$ cat config.mk
export PLATFORM = sky130hd
export DESIGN_NAME = clamp_pulse_gen
export DESIGN_NICKNAME = d
export VERILOG_FILES = /design/src/rtl/clamp_pkg.sv /design/src/rtl/clamp_hs_edge.sv /design/src/rtl/clamp_window_counter.sv /design/src/rtl/clamp_stage_bank.sv /design/src/rtl/clamp_pulse_gen.sv
export SDC_FILE = /design/constraint.sdc
export NUM_CORES = 1
export LEC_CHECK = 0
export CAP_MARGIN = 0
export CELL_PAD_IN_SITES_DETAIL_PLACEMENT = 1
export CELL_PAD_IN_SITES_GLOBAL_PLACEMENT = 2
export CORE_AREA = 3 3 144 132
export CTS_CLUSTER_SIZE = 12
export DETAILED_ROUTE_END_ITERATION = 10
export DIE_AREA = 0 0 147 135
export HOLD_SLACK_MARGIN = 0.03
export PLACE_DENSITY = 0.89
export SYNTH_ARGS = -nofsm -noshare
export SYNTH_HDL_FRONTEND = slang
export SYNTH_HIERARCHICAL = 1
export SYNTH_SLANG_ARGS = --single-unit
$ cat constraint.sdc
create_clock -name clk -period 6.4 [get_ports clk]
set_input_delay 1.28 -clock clk [delete_from_list [all_inputs] [get_ports clk]]
set_output_delay 1.28 -clock clk [all_outputs]
set_load 0.02 [all_outputs]
$ cat src/rtl/clamp_pkg.sv
package clamp_pkg;
  localparam int CFG_AW = 4;

  localparam logic [CFG_AW-1:0] A_START_HI = 4'h0;
  localparam logic [CFG_AW-1:0] A_START_LO = 4'h1;
  localparam logic [CFG_AW-1:0] A_WIDTH    = 4'h2;
  localparam logic [CFG_AW-1:0] A_CTRL     = 4'h3;
  localparam int A_OFS_BASE  = 4;
  localparam int A_GAIN_BASE = 8;

  localparam int CTRL_EDGE_BIT = 2;

  typedef enum logic [1:0] {
    SRC_INTERNAL = 2'b00,
    SRC_EXTERNAL = 2'b01,
    SRC_SPARE_A  = 2'b10,
    SRC_SPARE_B  = 2'b11
  } clamp_src_e;
endpackage

$ cat src/rtl/clamp_hs_edge.sv
module clamp_hs_edge (
  input  logic clk,
  input  logic rst,
  input  logic hsync_in,
  input  logic lead_sel,
  output logic edge_hit
);
  logic hs_d;

  always_ff @(posedge clk) begin
    if (rst) hs_d <= 1'b0;
    else     hs_d <= hsync_in;
  end

  // lead_sel=1: rising edge, lead_sel=0: falling edge
  always_comb begin
    if (lead_sel) edge_hit = hsync_in & ~hs_d;
    else          edge_hit = ~hsync_in & hs_d;
  end
endmodule

$ cat src/rtl/clamp_window_counter.sv
module clamp_window_counter #(
  parameter int START_W = 13,
  parameter int WIDTH_W = 8
) (
  input  logic               clk,
  input  logic               rst,
  input  logic               restart,
  input  logic [START_W-1:0] start_pos,
  input  logic [WIDTH_W-1:0] width_px,
  output logic               in_window
);
  localparam int CNT_W = START_W + 1;
  localparam int SUM_W = CNT_W + 1;
  localparam logic [CNT_W-1:0] CNT_MAX = '1;
  localparam logic [WIDTH_W-1:0] MIN_WIDTH = WIDTH_W'(2);

  logic [CNT_W-1:0] cnt;
  logic             running;
  logic [SUM_W-1:0] win_lo;
  logic [SUM_W-1:0] win_hi;
  logic [SUM_W-1:0] cnt_ext;
  logic             wide_ok;

  always_ff @(posedge clk) begin
    if (rst) begin
      cnt     <= '0;
      running <= 1'b0;
    end else if (restart) begin
      cnt     <= '0;
      running <= 1'b1;
    end else if (running && (cnt != CNT_MAX)) begin
      cnt <= cnt + 1'b1;
    end
  end

  always_comb begin
    win_lo    = SUM_W'(start_pos);
    win_hi    = win_lo + SUM_W'(width_px);
    cnt_ext   = SUM_W'(cnt);
    wide_ok   = (width_px >= MIN_WIDTH);
    in_window = running && wide_ok && !restart &&
                (cnt_ext >= win_lo) && (cnt_ext < win_hi);
  end
endmodule

$ cat src/rtl/clamp_stage_bank.sv
module clamp_stage_bank #(
  parameter int NCH   = 3,
  parameter int DW    = 8,
  parameter int REG_W = 8,
  parameter int AW    = 4,
  parameter int BASE  = 4
) (
  input  logic              clk,
  input  logic              rst,
  input  logic              wr_en,
  input  logic [AW-1:0]     wr_addr,
  input  logic [REG_W-1:0]  wr_data,
  input  logic              xfer,
  output logic [NCH*DW-1:0] act_flat
);
  for (genvar ch = 0; ch < NCH; ch++) begin : g_ch
    logic [DW-1:0] stage_q;
    logic [DW-1:0] stage_nx;
    logic [DW-1:0] act_q;
    logic          hit;

    always_comb begin
      hit      = wr_en && (wr_addr == AW'(BASE + ch));
      stage_nx = hit ? wr_data[DW-1:0] : stage_q;
    end

    always_ff @(posedge clk) begin
      if (rst) begin
        stage_q <= '0;
        act_q   <= '0;
      end else begin
        stage_q <= stage_nx;
        if (xfer) act_q <= stage_nx;
      end
    end

    assign act_flat[ch*DW +: DW] = act_q;
  end
endmodule

$ cat src/rtl/clamp_pulse_gen.sv
module clamp_pulse_gen
  import clamp_pkg::*;
#(
  parameter int START_W   = 13,
  parameter int REG_W     = 8,
  parameter int NCH       = 3,
  parameter int OFS_W     = 8,
  parameter int GAIN_W    = 8,
  parameter int WIDTH_RST = 16
) (
  input  logic                  clk,
  input  logic                  rst,
  input  logic                  hsync_in,
  input  logic                  clamp_ext_in,
  input  logic                  cfg_wr,
  input  logic [CFG_AW-1:0]     cfg_addr,
  input  logic [REG_W-1:0]      cfg_wdata,
  output logic                  clamp_out,
  output logic                  cal_start,
  output logic [NCH*OFS_W-1:0]  offset_act,
  output logic [NCH*GAIN_W-1:0] gain_act
);
  localparam int HI_W = START_W - REG_W;

  logic [HI_W-1:0]    start_hi_q;
  logic [REG_W-1:0]   start_lo_q;
  logic [REG_W-1:0]   width_q;
  clamp_src_e         src_q;
  logic               lead_q;
  logic               ext_sel;
  logic               hs_edge;
  logic               int_pulse;
  logic               next_clamp;
  logic               clamp_rise;
  logic               clamp_q;
  logic               cal_q;
  logic [START_W-1:0] start_pos;

  // configuration registers
  always_ff @(posedge clk) begin
    if (rst) begin
      start_hi_q <= '0;
      start_lo_q <= '0;
      width_q    <= REG_W'(WIDTH_RST);
      src_q      <= SRC_INTERNAL;
      lead_q     <= 1'b0;
    end else if (cfg_wr) begin
      case (cfg_addr)
        A_START_HI: start_hi_q <= cfg_wdata[HI_W-1:0];
        A_START_LO: start_lo_q <= cfg_wdata;
        A_WIDTH:    width_q    <= cfg_wdata;
        A_CTRL: begin
          src_q  <= clamp_src_e'(cfg_wdata[1:0]);
          lead_q <= cfg_wdata[CTRL_EDGE_BIT];
        end
        default: ;
      endcase
    end
  end

  assign start_pos = {start_hi_q, start_lo_q};
  assign ext_sel   = (src_q == SRC_EXTERNAL);

  clamp_hs_edge u_edge (
    .clk      (clk),
    .rst      (rst),
    .hsync_in (hsync_in),
    .lead_sel (lead_q),
    .edge_hit (hs_edge)
  );

  clamp_window_counter #(
    .START_W (START_W),
    .WIDTH_W (REG_W)
  ) u_win (
    .clk       (clk),
    .rst       (rst),
    .restart   (hs_edge),
    .start_pos (start_pos),
    .width_px  (width_q),
    .in_window (int_pulse)
  );

  always_comb begin
    next_clamp = ext_sel ? clamp_ext_in : int_pulse;
    clamp_rise = next_clamp & ~clamp_q;
  end

  always_ff @(posedge clk) begin
    if (rst) begin
      clamp_q <= 1'b0;
      cal_q   <= 1'b0;
    end else begin
      clamp_q <= next_clamp;
      cal_q   <= clamp_rise;
    end
  end

  assign clamp_out = clamp_q;
  assign cal_start = cal_q;

  clamp_stage_bank #(
    .NCH   (NCH),
    .DW    (OFS_W),
    .REG_W (REG_W),
    .AW    (CFG_AW),
    .BASE  (A_OFS_BASE)
  ) u_ofs (
    .clk      (clk),
    .rst      (rst),
    .wr_en    (cfg_wr),
    .wr_addr  (cfg_addr),
    .wr_data  (cfg_wdata),
    .xfer     (clamp_rise),
    .act_flat (offset_act)
  );

  clamp_stage_bank #(
    .NCH   (NCH),
    .DW    (GAIN_W),
    .REG_W (REG_W),
    .AW    (CFG_AW),
    .BASE  (A_GAIN_BASE)
  ) u_gain (
    .clk      (clk),
    .rst      (rst),
    .wr_en    (cfg_wr),
    .wr_addr  (cfg_addr),
    .wr_data  (cfg_wdata),
    .xfer     (clamp_rise),
    .act_flat (gain_act)
  );
endmodule

-- Yosys cells after proc, flatten, opt, wreduce, memory -nomap -nowiden
Index checks and enable logic that the tools add are counted.
- order comparisons: 3
- mux-type cells: 8
- bitwise gates (word level): 6
- reduce and logical (&&, ||, !) cells: 18
- add/sub/neg operators: 2
- equal/unequal tests: 11
- operator list (cell ; count):
    $mux W8 ; 6
    $lt A14 B15 Y1 ; 1
    $add A13 B8 Y14 ; 1
    $add A14 B1 Y14 const B ; 1
    $ge A14 B13 Y1 ; 1
    $ne A14 B14 Y1 const B ; 1
    $eq A4 B3 Y1 const B ; 3
    $eq A4 B4 Y1 const B ; 3
    $logic_and A1 B1 Y1 ; 11
    $eq A4 B2 Y1 const B ; 2
    $ge A8 B2 Y1 const B ; 1
    $reduce_and A2 Y1 ; 4
    $eq A4 B1 Y1 const B ; 1
    $logic_not A4 Y1 ; 1
    $and A1 B1 Y1 ; 3
    $not A1 Y1 ; 3
    $eq A2 B1 Y1 const B ; 1
    $mux W1 ; 2
    $reduce_or A2 Y1 ; 1
    $logic_not A1 Y1 ; 1
- logic and storage cells: 70
- output and inout port bits: 50
- register bits: 138

-- Longest topological paths before layout
- word-level depth: 9
- depth in mapped cells: 18

-- Hierarchy
Netlist, hierarchy kept.
- modules (own cells, without submodules) (module ; area an instance (um2) ; instances ; seq. area each (um2) ; cells an instance):
    clamp_stage_bank ; 1885.6 ; 2 ; 960.9 ; 198
    clamp_window_counter ; 1727.9 ; 1 ; 300.3 ; 215
    clamp_pulse_gen ; 1084.8 ; 1 ; 520.5 ; 101
    clamp_hs_edge ; 48.8 ; 1 ; 20.0 ; 5

-- Worst setup path after synthesis
Ideal clock, no wire load.
- path type: register -> register
- start point: reg start_lo_q[0]
- end point: reg u_gain.g_ch[1].act_q[2]
- arrival: 3.643 ns
- cell stages (with the launch flop): 18
- buffers on the path: 2
- data required time: 6.253 ns
- setup slack: 2.609 ns
- cells stage by stage: dfxtp_1 -> ha_1 -> fa_1 -> a21o_1 -> a21oi_1 -> o211ai_1 -> o211ai_1 -> xnor2_1 -> ha_1 -> nor2b_1 -> o21ai_0 -> nand4_1 -> a211oi_1 -> mux2i_1 -> nor2_1 -> clkbuf_1 -> clkbuf_1 -> a311oi_2
- cells in the longest elaborated chain, start to end: 5
- elaborated cells on any way between the ends: 7
- those cells by class: 1 x add/sub; 2 x order compare; 1 x mux; 1 x bitwise; 2 x reduce/logical
- RTL lines (what ; line ; RTL):
    from (decl) ; clamp_pulse_gen.sv:26 ; logic [REG_W-1:0] start_lo_q;
    from (signal assigned) ; clamp_pulse_gen.sv:50 ; A_START_LO: start_lo_q <= cfg_wdata;
    $add A13 B8 Y14 / $ge A14 B13 Y1 (equally long branches) ; clamp_window_counter.sv:38, clamp_window_counter.sv:42 ;
    $lt A14 B15 Y1 / $logic_and A1 B1 Y1 (equally long branches) ; clamp_window_counter.sv:42, clamp_window_counter.sv:41 ;
    $logic_and A1 B1 Y1 * ; clamp_window_counter.sv:42 ; (cnt_ext >= win_lo) && (cnt_ext < win_hi);
    named net int_pulse ; clamp_pulse_gen.sv:32 ; logic int_pulse;
    $mux W1 * ; clamp_pulse_gen.sv:85 ; next_clamp = ext_sel ? clamp_ext_in : int_pulse;
    $and A1 B1 Y1 * ; clamp_pulse_gen.sv:86 ; clamp_rise = next_clamp & ~clamp_q;
    named net clamp_rise ; clamp_pulse_gen.sv:34 ; logic clamp_rise;
    to (signal assigned) ; clamp_stage_bank.sv:33 ; if (xfer) act_q <= stage_nx;
    to (decl) ; clamp_stage_bank.sv:19 ; logic [DW-1:0] act_q;
The timed path passes the listed nets; every way through them passes the cells marked *.
A chain may end at the register's enable or synchronous reset.

-- Worst setup path in the final report
- start point: reg start_lo_q[6]
- end point: reg u_ofs.g_ch[2].act_q[6]
- cells in the longest elaborated chain, start to end: 5
- elaborated cells on any way between the ends: 7
- those cells by class: 1 x add/sub; 2 x order compare; 1 x mux; 1 x bitwise; 2 x reduce/logical
- RTL lines (what ; line):
    $add A13 B8 Y14 / $ge A14 B13 Y1 (equally long branches) ; clamp_window_counter.sv:38, clamp_window_counter.sv:42
    $lt A14 B15 Y1 / $logic_and A1 B1 Y1 (equally long branches) ; clamp_window_counter.sv:42, clamp_window_counter.sv:41
    $logic_and A1 B1 Y1 * ; clamp_window_counter.sv:42
    named net int_pulse ; clamp_pulse_gen.sv:32
    $mux W1 * ; clamp_pulse_gen.sv:85
    $and A1 B1 Y1 * ; clamp_pulse_gen.sv:86
    named net clamp_rise ; clamp_pulse_gen.sv:34
    to (signal assigned) ; clamp_stage_bank.sv:33
    to (decl) ; clamp_stage_bank.sv:19
Marks and branches as above.

==> flow_metrics.tcl <==
set metrics [dict create \
    p_sw_w 0.000535 \
    cp.depth 17 \
    portBuffers 66 \
    cts_resized 0 \
    p_sw_share_pct 26.1 \
    syn_nets 770 \
    whs_path_depth 2 \
    seq_area_um2 2760 \
    antenna_found_initial 0 \
    overflow 0 \
    synth_most_common_cell "dfxtp_1" \
    powerDensity_nw_per_um2 260 \
    max-slew-margin-rel_pct 30.0 \
    pwr-share-clk_pct 45.1 \
    die_y_um 135 \
    outcome "complete, no violations" \
    track_usage_pct 19.6 \
    combPwrFrac_pct 10.7 \
    period_share_pct 75.8 \
    vias_per_cell 5.57 \
    clk_latency_ps 430 \
    cp.arrival_ps 5170 \
    cts.clk_slew.worst_paths_ps 60 \
    cts_tree "built" \
    nets 814 \
    hp-class "flop to flop" \
    cts_buffers 17 \
    rsz0062_at_grt "no" \
    crit_type "flop to flop" \
    crit_top_cell "ha_1" \
    ant_nets 0 \
    synth_cells 717 \
    start_util_pct 37.7 \
    grt_pass1_vias 6102 \
    wire_per_inst_um 18.9 \
    cpMaxStageDelayCell "buf_4" \
    yosys.area.top_type "dfxtp_1" \
    synth.avg_cell_area_um2 9.25 \
    hold_viol_final 0 \
    clock-sinks 138 \
    nFillCells 2063 \
    worst_path_largest_cell_delay_ps 770 \
    regToRegSetupSlack_ps 1550 \
    synth_seq_cells 138 \
    syn_to_final_growth_pct 19.1 \
    h-tree-depth 4 \
    multi_input_area_um2 3550 \
    skew_ps 9.12 \
    firstDrtPassIters 4 \
    power_frac_seq_pct 44.2 \
    ctsHoldBuffers 0 \
    cts_buffer_depth 2 \
    syn-cell-area_um2 6630 \
    synth_edf_count 0 \
    cp_max_fo 96 \
    netlist_top_cells_area "dfxtp_1 (42%), ha_1 (6.6%), a311oi_1 (5.3%), a21oi_1 (4.7%), nor2_1 (4.2%)" \
    power.leakage_nw 2.78 \
    drt_iter0_drc 338 \
    tightest_slew_ps 1050 \
    die_w_um 147 \
    netlist.area_leader.share_pct 41.7 \
    cp_top_family "compound AO/OA/AOI/OAI gates" \
    place_hpwl_um 13000 \
    drc 0 \
    finalSetupTns_ps 0 \
    num_vias 5649 \
    async_flop_share_pct 0 \
    ir_drop_mv 0.167 \
    ys_seq_area_share_pct 41.7 \
    placement_rows 46 \
    fin_crit_ps 4850 \
    setup_violations 0 \
    worstPathCellList "ha_1 -> a2111oi_0 -> o211ai_1 -> a31oi_1 -> nor4_1 -> xnor2_1 -> ha_1 -> a21oi_1 -> nor2b_1 -> o21ai_0 -> nand4_1 -> a211oi_1 -> mux2i_1 -> nor2_4 -> buf_4 -> nor2_1 -> a311oi_1" \
    worst-r2r-cell-count 17 \
    slew_viol_final 0 \
    cts-root-buf "clkbuf_16" \
    fmax_ghz 0.206 \
    ys_types 54 \
    drt_wl_total_um 19200 \
    core-area_um2 17600 \
    cap_violations 0 \
    layout-drive-gt1-share_pct 9.82 \
    grt_pass1_wl_um 31400 \
    crit_required_ps 6720 \
    ios 67 \
    crit_buf_inv 1 \
    critPathCaptureType "flop" \
    num_antenna_cells 0 \
    fin_util_pct 44.9 \
    dieArea_um2 19800 \
    ys.flop_type "dfxtp_1" \
    postCtsSetupBuffers 0 \
    grt_max_degree 97 \
    startpoint_type "flop" \
    synthTopCellsByCount "dfxtp_1 (138), nor2_1 (75), a21oi_1 (62)" \
    yosys_warnings 6 \
    intPower_w 0.00152 \
    gp_congestion 0.801 \
]
## cell usage in the layout, fill, tap and decap left out, types with 13 or more instances in the layout
cell,Yosys,final
clkdlybuf4s50_1,0,64
a311oi_1,40,40
nor2_1,75,74
nand2_1,14,14
nor2b_1,19,19
mux2i_1,26,26
nand2b_1,37,37
o21ai_1,41,41
nand3_1,32,32
clkbuf_16,0,17
dfxtp_1,138,138
a21oi_1,62,62
ha_1,35,35
inv_1,18,18
o21ai_0,17,17
nand2_2,13,13
## per-stage QoR
stage	hold WS, ps	instance area, um^2	std cells	total power, W	setup slack (ps)
detailed placement	469	7360	982	0.00114	1710
global placement	461	7360	982	0.00114	1960
global route	507	7900	1014	0.00213	1100
finish	473	7900	1014	0.00205	1550
floorplan	448	6630	717	0.00105	2610
CTS	479	7900	1014	0.00207	1550
## power groups by stage
stage                     clock, W  sequential (W)  combinational (W)
after floorplan                  0        0.000946           0.000105
after global placement           0        0.000924           0.000211
after detailed placement         0        0.000925           0.000219
after CTS                 0.000943        0.000907           0.000220
after global routing      0.000984        0.000909           0.000239
final                     0.000924        0.000907           0.000220
## worst paths after layout
| path | from | endpoint |
|---|---|---|
| max reg2reg | start_lo_q[6] | u_ofs/g_ch[2].act_q[6] |
| max | start_lo_q[6] | u_ofs/g_ch[2].act_q[6] |
| min | src_q[0] | src_q[0] |
| min reg2reg | src_q[0] | src_q[0] |
## layer usage
layer / vias to the layer above / track usage, % / wire [um] / share of wire, %
li1: 2701 / - / - / -
met4: 0 / 5.80 / 284 / 1.5
met3: 25 / 5.30 / 1090 / 5.7
met2: 124 / 33.3 / 9300 / 48
met5: - / 0 / 0 / 0
met1: 2799 / 24.6 / 8500 / 44
## registers in the layout (all words and copies together), names as in the netlist
| register | count |
|---|---|
| u_win/running | 1 |
| start_lo_q | 8 |
| u_win/cnt | 14 |
| cal_start | 1 |
| src_q | 2 |
| u_ofs/g_ch.stage_q | 24 |
| clamp_out | 1 |
| start_hi_q | 5 |
| u_gain/g_ch.act_q | 24 |
| u_gain/g_ch.stage_q | 24 |
| u_edge/hs_d | 1 |
| lead_q | 1 |
| width_q | 8 |
| u_ofs/g_ch.act_q | 24 |
## tightest hold or removal path, delay by kind of cell (launching register included)
kind | cells | cell delay [ps]
simple gates | 1 | 60
flops | 1 | 310
mux | 1 | 60
## layout make-up
type,instances,area share [%]
Clock buffer,20,5.65
Clock inverter,12,1.25
Inverter,18,0.855
Multi-Input combinational cell,517,44.9
Sequential cell,138,35.0
Tap cell,240,3.80
Timing Repair Buffer,69,8.55
## cell families (layout without fill, tap and decap cells)
group                      Yosys count  in the layout  share of synthesized area (%)
DFF                                138            138                           41.7
and+or+nand+nor                    242            242                           20.8
AOI/OAI and AO/OA                  194            194                           19.3
adders and majority gates           36             36                           6.90
muxes                               26             26                           3.92
xor gates and xnor gates            19             19                           2.51
buffers and inverters               62            119                           4.92
(Power assumes the default switching activity.)
